$ cat config.mk
export PLATFORM = sky130hd
export DESIGN_NAME = rdseq_read_burst
export DESIGN_NICKNAME = d
export VERILOG_FILES = /design/src/rtl/rdseq_pkg.sv /design/src/rtl/rdseq_burst_gen.sv /design/src/rtl/rdseq_latency_pipe.sv /design/src/rtl/rdseq_col_data.sv /design/src/rtl/rdseq_read_burst.sv
export SDC_FILE = /design/constraint.sdc
export NUM_CORES = 1
export LEC_CHECK = 0
export ABC_CLOCK_PERIOD_IN_PS = 2700
export BUFFER_PORTS_ARGS = -buffer_cell sky130_fd_sc_hd__buf_2
export CAP_MARGIN = 5
export CORE_UTILIZATION = 56
export DETAILED_ROUTE_END_ITERATION = 10
export GPL_TIMING_DRIVEN = 0
export PLACE_DENSITY_LB_ADDON = 0.2
export SYNTH_ARGS = -nofsm -noshare
export SYNTH_HDL_FRONTEND = slang
export SYNTH_SLANG_ARGS = --single-unit
$ cat constraint.sdc
create_clock -name clk -period 2.7 [get_ports clk]
set_clock_uncertainty 0.2 [all_clocks]
set_input_delay 0.27 -clock clk [delete_from_list [all_inputs] [get_ports clk]]
set_output_delay 0.27 -clock clk [all_outputs]
set_load 0.02 [all_outputs]
$ cat src/rtl/rdseq_pkg.sv
package rdseq_pkg;

    typedef enum logic [1:0] {
        OP_NOP       = 2'b00,
        OP_READ      = 2'b01,
        OP_PRECHARGE = 2'b10,
        OP_STOP      = 2'b11
    } rd_op_e;

    localparam int LAT_LO = 2;
    localparam int LAT_HI = 3;

    function automatic logic is_halt(input logic [1:0] op);
        return (op == OP_PRECHARGE) || (op == OP_STOP);
    endfunction

endpackage

$ cat src/rtl/rdseq_burst_gen.sv
module rdseq_burst_gen
    import rdseq_pkg::*;
#(
    parameter int COL_W = 8,
    parameter int BLC_W = 2
) (
    input  logic             clk,
    input  logic             rst_n,
    input  logic [1:0]       cmd_op,
    input  logic [COL_W-1:0] col_start,
    input  logic [BLC_W-1:0] cfg_bl,
    input  logic             cfg_full,
    output logic             gen_vld,
    output logic [COL_W-1:0] gen_col,
    output logic [COL_W-1:0] gen_mask,
    output logic             gen_full
);

    typedef struct packed {
        logic             vld;
        logic             full;
        logic [COL_W-1:0] col;
        logic [COL_W-1:0] mask;
        logic [COL_W-1:0] left;
    } gen_t;

    gen_t s_d, s_q;
    logic [COL_W-1:0] bl_mask;
    logic [COL_W-1:0] col_inc;

    always_comb begin
        bl_mask = COL_W'((COL_W+1)'(1) << cfg_bl) - COL_W'(1);
        col_inc = s_q.col + COL_W'(1);
        s_d     = s_q;
        if (cmd_op == OP_READ) begin
            s_d.vld  = 1'b1;
            s_d.full = cfg_full;
            s_d.col  = col_start;
            s_d.mask = bl_mask;
            s_d.left = bl_mask;
        end else if (is_halt(cmd_op)) begin
            s_d.vld  = 1'b0;
            s_d.full = 1'b0;
        end else if (s_q.vld) begin
            if (s_q.full) begin
                s_d.col = col_inc;
            end else if (s_q.left == '0) begin
                s_d.vld = 1'b0;
            end else begin
                s_d.left = s_q.left - COL_W'(1);
                s_d.col  = (s_q.col & ~s_q.mask) | (col_inc & s_q.mask);
            end
        end
    end

    always_ff @(posedge clk or negedge rst_n) begin
        if (!rst_n) s_q <= '0;
        else        s_q <= s_d;
    end

    assign gen_vld  = s_q.vld;
    assign gen_col  = s_q.col;
    assign gen_mask = s_q.mask;
    assign gen_full = s_q.full;

endmodule

$ cat src/rtl/rdseq_latency_pipe.sv
module rdseq_latency_pipe
    import rdseq_pkg::*;
#(
    parameter int COL_W = 8
) (
    input  logic             clk,
    input  logic             rst_n,
    input  logic             in_vld,
    input  logic [COL_W-1:0] in_col,
    input  logic             lat_hi,
    output logic             tap_vld,
    output logic [COL_W-1:0] tap_col
);

    localparam int DEPTH  = LAT_HI - 1;
    localparam int TAP_LO = LAT_LO - 2;
    localparam int TAP_HI = LAT_HI - 2;

    typedef struct packed {
        logic             vld;
        logic [COL_W-1:0] col;
    } word_t;

    word_t [DEPTH-1:0] pipe_d, pipe_q;

    always_comb begin
        pipe_d[0].vld = in_vld;
        pipe_d[0].col = in_col;
        for (int i = 1; i < DEPTH; i++) begin
            pipe_d[i] = pipe_q[i-1];
        end
    end

    generate
        for (genvar g = 0; g < DEPTH; g++) begin : g_stage
            always_ff @(posedge clk or negedge rst_n) begin
                if (!rst_n) pipe_q[g] <= '0;
                else        pipe_q[g] <= pipe_d[g];
            end
        end
    endgenerate

    always_comb begin
        tap_vld = lat_hi ? pipe_q[TAP_HI].vld : pipe_q[TAP_LO].vld;
        tap_col = lat_hi ? pipe_q[TAP_HI].col : pipe_q[TAP_LO].col;
    end

endmodule

$ cat src/rtl/rdseq_col_data.sv
module rdseq_col_data #(
    parameter int COL_W = 8,
    parameter logic [COL_W-1:0] SEED = 8'hA5
) (
    input  logic [COL_W-1:0]   col,
    output logic [2*COL_W-1:0] word
);

    always_comb begin
        word = {col ^ SEED, col};
    end

endmodule

$ cat src/rtl/rdseq_read_burst.sv
module rdseq_read_burst
    import rdseq_pkg::*;
#(
    parameter int COL_W = 8,
    parameter int BLC_W = 2,
    parameter logic [COL_W-1:0] SEED = 8'hA5
) (
    input  logic               clk,
    input  logic               rst_n,
    input  logic [1:0]         cmd_op,
    input  logic [COL_W-1:0]   col_start,
    input  logic               cfg_cl3,
    input  logic [BLC_W-1:0]   cfg_bl,
    input  logic               cfg_full,
    output logic [2*COL_W-1:0] dq_out,
    output logic               dq_oe,
    output logic [COL_W-1:0]   col_out
);

    localparam int DQ_W = 2 * COL_W;

    typedef struct packed {
        logic             oe;
        logic [COL_W-1:0] col;
        logic [DQ_W-1:0]  dq;
    } out_t;

    logic             gen_vld;
    logic [COL_W-1:0] gen_col;
    logic [COL_W-1:0] gen_mask;
    logic             gen_full;
    logic             tap_vld;
    logic [COL_W-1:0] tap_col;
    logic [DQ_W-1:0]  tap_word;
    out_t             o_d, o_q;

    rdseq_burst_gen #(.COL_W(COL_W), .BLC_W(BLC_W)) u_gen (
        .clk       (clk),
        .rst_n     (rst_n),
        .cmd_op    (cmd_op),
        .col_start (col_start),
        .cfg_bl    (cfg_bl),
        .cfg_full  (cfg_full),
        .gen_vld   (gen_vld),
        .gen_col   (gen_col),
        .gen_mask  (gen_mask),
        .gen_full  (gen_full)
    );

    rdseq_latency_pipe #(.COL_W(COL_W)) u_pipe (
        .clk     (clk),
        .rst_n   (rst_n),
        .in_vld  (gen_vld),
        .in_col  (gen_col),
        .lat_hi  (cfg_cl3),
        .tap_vld (tap_vld),
        .tap_col (tap_col)
    );

    rdseq_col_data #(.COL_W(COL_W), .SEED(SEED)) u_data (
        .col  (tap_col),
        .word (tap_word)
    );

    always_comb begin
        o_d.oe  = tap_vld;
        o_d.col = tap_vld ? tap_col  : o_q.col;
        o_d.dq  = tap_vld ? tap_word : '0;
    end

    always_ff @(posedge clk or negedge rst_n) begin
        if (!rst_n) o_q <= '0;
        else        o_q <= o_d;
    end

    assign dq_out  = o_q.dq;
    assign dq_oe   = o_q.oe;
    assign col_out = o_q.col;

endmodule

==> Yosys cells after proc, flatten, opt, wreduce, memory -nomap -nowiden <==
Cells that the tools add are included.
W data, S select, Z words.
{ "totals": {"regBits": 69, "out_inout_bits": 25, "inputBits": 16, "word_cells": 52} }
{ "classes": {"bitwise_logic": 5, "n_reduce_logical": 6, "n_shift": 1, "n_eq_ne": 7, "add_sub_neg": 3, "n_mux": 18} }
{ "op_table": {"columns": ["op", "count"], "rows": [
  ["$mux W8", 10],
  ["$and A8 B8 Y8", 2],
  ["$mux W16", 1],
  ["$mux W10", 1],
  ["$add A8 B1 Y8 const B", 1],
  ["$logic_not A8 Y1", 1],
  ["$not A8 Y8", 1],
  ["$or A8 B8 Y8", 1],
  ["$shl A1 B2 Y8 const A", 1],
  ["$sub A8 B1 Y8 const B", 1],
  ["$sub A8 B2 Y8 const B", 1],
  ["$mux W1", 6],
  ["$eq A2 B2 Y1 const B", 2],
  ["$ne A2 B1 Y1 const B", 2],
  ["$not A4 Y4", 1],
  ["$reduce_and A4 Y1", 1],
  ["$reduce_bool A2 Y1", 2],
  ["$ne A3 B1 Y1 const B", 1],
  ["$reduce_and A3 Y1", 1],
  ["$eq A2 B1 Y1 const B", 1],
  ["$ne A2 B2 Y1 const B", 1],
  ["$logic_or A1 B1 Y1", 1]
]} }

==> Longest topological paths before layout <==
{ "logic_depth": {"word_depth": 8, "mapped_depth": 6, "mapped_depth_nobuf": 6} }

==> Cells and area by module <==
Synthesis repeated with hierarchy kept, for this count alone.
{ "hier_totals": {"hier_cells": 279, "hier_area_um2": 3168.0} }
{ "by_module_without_submodules": {"columns": ["mod", "cells_each", "seq_area_each_um2", "area_per_inst_um2", "n_inst"], "rows": [
  ["rdseq_burst_gen", 183, 600.6, 1604.0, 1],
  ["rdseq_read_burst", 52, 625.6, 862.1, 1],
  ["rdseq_latency_pipe", 28, 450.4, 596.8, 1],
  ["rdseq_col_data", 16, 0.0, 105.1, 1]
]} }

==> Worst setup path before layout <==
No wires, ideal clock.
{ "synth_path": {"path_kind": "reg2reg", "start": "register u_gen.s_q[0] in the netlist's numbering", "end": "register with a tool-made name", "stages_incl_launch_ff": 7, "slack_ns": 0.797, "n_path_buf": 0, "setup_ns": 0.121, "required_ns": 2.379, "synth_period_minus_slack_ns": 1.903, "t_arrival_ns": 1.582, "path_cell_list": "dfrtp_1 > inv_1 > ha_1 > nor3b_1 > a211oi_1 > or2_0 > a22o_1"} }
{ "synth_rtl": {"columns": ["element", "line_no", "rtl"], "rows": [
  ["from (decl)", "rdseq_burst_gen.sv:27", "gen_t s_d, s_q;"],
  ["from (signal assigned)", "rdseq_burst_gen.sv:57", "if (!rst_n) s_q <= '0;"],
  ["from (signal assigned)", "rdseq_burst_gen.sv:58", "else s_q <= s_d;"]
]} }

==> Final worst setup path <==
{ "layout_path": {"start": "input cmd_op[1]", "end": "register u_gen.s_q[4] in the netlist's numbering"} }
{ "layout_via": {"elab_chain_len": 4, "word_cells_on_any_way": 10, "classes_between": "eq/ne: 6; mux: 1; reduce/logical: 3"} }
{ "layout_lines": {"columns": ["element", "line_no", "rtl"], "rows": [
  ["from (decl)", "rdseq_read_burst.sv:10", "input logic [1:0] cmd_op,"],
  ["$eq A2 B2 Y1", "rdseq_pkg.sv:14", "return (op == OP_PRECHARGE) || (op == OP_STOP);"],
  ["$logic_or A1 B1 Y1", "rdseq_pkg.sv:14", null],
  ["$ne A2 B1 Y1 (no line)", null, null],
  ["$reduce_and A4 Y1 (no line)", null, null]
]} }
Parallel ways exist; a longest one is shown, timed or not.
A chain may end at the register's enable or synchronous reset.

==> results.yml <==
worst_setup_path:
  slowest_stage: "sky130_fd_sc_hd__nor4bb_1"
  critical_path.max_stage_delay_ns: 0.75
  end_kind: "flop"
  crit_top_cell: "sky130_fd_sc_hd__a21oi_1"
  worstPathRequired_ns: 2.77
  ff2ff_setup_slack_ns: 0.64
  worst_r2r_path_depth: 6
  r2r-start: "u_gen.s_q[0]"
  critical_path_arrival_ns: 2.13
  criticalPathCategory: "primary input to flop"
  critical_path.max_fanout: 10
  worst_path_dominant_cell_family: "simple AND/OR/NAND/NOR gates"
  path_cells: "dlygate4sd3_1 -> buf_6 -> nor4bb_1 -> a21oi_1 -> a21oi_1 -> o22a_1"
  bufs_and_invs_on_worst_path: 2
  timing.critical_path.from_type: "primary input"
die:
  die_height_um: 71.82
  initial_core_util_pct: 58.19
  dieArea_um2: 5158
  ioPinCount: 41
  core_um2: 4692
  fp.dieW_um: 71.82
  std_cell_rows: 25
hold_path:
  holdCritPathClass: "primary input to flop"
  min-delay-start: "col_start[5]"
  holdPathStages: 3
synth:
  postSynthRegisterBits: 63
  post_synth_main_area_contributors: "sky130_fd_sc_hd__dfrtp_1 58%, sky130_fd_sc_hd__mux2i_1 4.4%, sky130_fd_sc_hd__nor2_1 4.3%, sky130_fd_sc_hd__a21oi_1 2.7%, sky130_fd_sc_hd__ha_1 1.8%"
  synthDominantAreaCellType: "sky130_fd_sc_hd__dfrtp_1"
  yosysUniqueCellTypes: 54
  async_reset_ff_share_pct: 100.0
  number_of_enable_flip_flop_cells_after_synthesis: 0
  synth_cells: 238
  post_synthesis_net_count: 258
  syn-mean-instance-area_um2: 11.47
  mappedNetlistArea_um2: 2730
  yosysMostFrequentCell: "sky130_fd_sc_hd__dfrtp_1"
  synth_top_area_share_pct: 57.75
  synth_common_cells: "63 x sky130_fd_sc_hd__dfrtp_1, 31 x sky130_fd_sc_hd__nor2_1, 15 x sky130_fd_sc_hd__a21oi_1"
  synth_flop_cell: "sky130_fd_sc_hd__dfrtp_1"
  synth_warnings: 0
  synth.yosys.seq_area_share_pct: 57.75
layout:
  layout_cells_sized_above_1_pct: 24.66
  net_count_final: 311
  antenna_diodes: 0
  cell_count_final_fillers_out: 350
  final_cell_area_um2: 3256
  areaGrowthSynthToFinish_pct: 19.25
routing:
  remaining_drc_errors: 0
  routed-wl-met3_um: 207
  antenna_violating_nets_post_route: 0
  routed_via_density: 5.483
  maxUsedRoutingLayer: "met4"
  vias: 1919
  post_drt_wl_per_cell_um: 13.74
  wl_met1_um: 2167
  met2_length_um: 2354
  routed_wirelength_um: 4810
  drtIter0Drc: 142
  dr.pass1.iters: 4
timing:
  report.final.setup_viol: 0
  setup_total_negative_slack_ns: 0
  clock.fmax_ghz: 0.4852
  transition_time_of_the_tightest_slew_check_pin_ns: 0.8642
  slew_headroom_pct: 41.60
  rsz0062_at_grt: "no"
  hold_viol: 0
  number_of_max_slew_violations_in_the_final_report: 0
  layout_worst_path_cycle_share_pct: 76.34
  period_minus_slack_ns: 2.061
  smallest_setup_slack_after_layout_ns: 0.6388
global_route:
  grt_max_degree: 34
  all_layer_gr_usage_pct: 21.19
  grt_antenna_before_repair: 0
  global_route.overflow_total: 0
  grt_first_pass_wirelength_um: 8114
  vias_in_the_first_global_route: 1820
placed_design:
  pre_cts_ws_ns: 0.6725
  placed_cells: 330
  gpl.final_weighted_congestion: 0.8141
  port-buffer-count: 37
  dpl-instance-area_um2: 3003
  hpwlAfterDp_um: 3382
pwr:
  maximum_resistive_drop_on_vdd_v: 0.0005440
  power.static_leakage_nw: 1.535
  power.density_nw_per_um2: 953.4
clocking:
  cts_h_tree_lvls: 3
  cts_resized: 0
  worstSkewPairLatency_ns: 0.34
  clock_tree_from_tritoncts: "built"
  cts.sinks: 63
  clk_transition_reported_paths_ns: 0.07
  ctsRootBufferMaster: "sky130_fd_sc_hd__clkbuf_8"
  cts.path.max_buffers: 2
  cts_made_buffers: 9
status:
  status: "completed"
run:
  timing.max_cap.violations: 0
==> stage by stage <==
stage	utilization, %	power (mW)	hold WS, ns
5_1_grt	69.39	3.290	0.002655
6_report	69.39	3.104	0.01790
3_3_place_gp	63.57	2.218	0.1609
3_5_place_dp	64.00	2.242	0.1640
4_1_cts	69.39	3.131	0.002114
2_1_floorplan	-	1.989	-0.2256
==> cell usage in the layout, fill, tap and decap left out, types with 4 or more instances in the layout <==
| cell type | count |
|---|---|
| sky130_fd_sc_hd__and2_1 | 6 |
| sky130_fd_sc_hd__ha_1 | 4 |
| sky130_fd_sc_hd__nor3_1 | 4 |
| sky130_fd_sc_hd__o21ai_0 | 5 |
| sky130_fd_sc_hd__a21oi_1 | 15 |
| sky130_fd_sc_hd__mux2i_1 | 12 |
| sky130_fd_sc_hd__buf_2 | 40 |
| sky130_fd_sc_hd__nor2_1 | 31 |
| sky130_fd_sc_hd__inv_1 | 9 |
| sky130_fd_sc_hd__buf_4 | 5 |
| sky130_fd_sc_hd__o211ai_1 | 5 |
| sky130_fd_sc_hd__clkbuf_8 | 9 |
| sky130_fd_sc_hd__dfrtp_1 | 63 |
| sky130_fd_sc_hd__dlygate4sd3_1 | 4 |
| sky130_fd_sc_hd__a211oi_1 | 4 |
| sky130_fd_sc_hd__nand2_1 | 11 |
| sky130_fd_sc_hd__nand3_1 | 4 |
==> report_power, final <==
part           leakage (nW)  internal [mW]  switching, mW
logic                 0.659          0.355          0.491
registers             0.774           1.20          0.183
clock network         0.102          0.516          0.363
total                  1.53           2.07           1.04
==> cell families after synthesis <==
| family | share of synthesized area, % |
|---|---|
| AOI/OAI and AO/OA | 15.03 |
| xor gates and xnor gates | 1.283 |
| adders and majority gates | 1.833 |
| buffers and inverters | 4.399 |
| DFF | 57.75 |
| muxes | 5.637 |
| and+or+nand+nor | 14.07 |
==> routing by layer <==
metal	GRT usage, %	up-vias
met5	0	-
met2	34.28	50
li1	-	952
met4	9.586	0
met3	7.032	9
met1	25.92	908
==> worst max path at each step <==
stage                 start      endpoint  cells past startpoint
2_1_floorplan  u_gen.s_q[0]          flop                      6
3_3_place_gp   u_gen.s_q[0]          flop                      6
3_5_place_dp   u_gen.s_q[0]          flop                      6
4_1_cts        u_gen.s_q[0]          flop                      6
5_1_grt        u_gen.s_q[0]          flop                      6
6_report          cmd_op[1]  u_gen.s_q[4]                      6
==> cell type report <==
class	instances	area, um^2
flip-flops and latches	63	1577
plain buffers	13	86.33
multi-input cells	153	1033
repair buffers	42	245.2
fillers	361	1436
well taps	54	67.56
inverters	9	33.78
clock inverters	6	85.08
clock buffers	10	127.6
==> worst reg2reg max path, cell delays in order (launching register included) <==
cell and delay, ns:
sky130_fd_sc_hd__dfrtp_1 0.41, sky130_fd_sc_hd__inv_1 0.09, sky130_fd_sc_hd__ha_1 0.16, sky130_fd_sc_hd__nor3b_1 0.43
sky130_fd_sc_hd__a211oi_1 0.19, sky130_fd_sc_hd__or2_0 0.25, sky130_fd_sc_hd__a22o_1 0.22
==> what timing repair did <==
action	4_1_cts	5_1_grt
setup buffers	0	0
hold buffers	4	0
hold endpoints to repair	34	0
No activity file was read; power rests on OpenSTA's default activity.
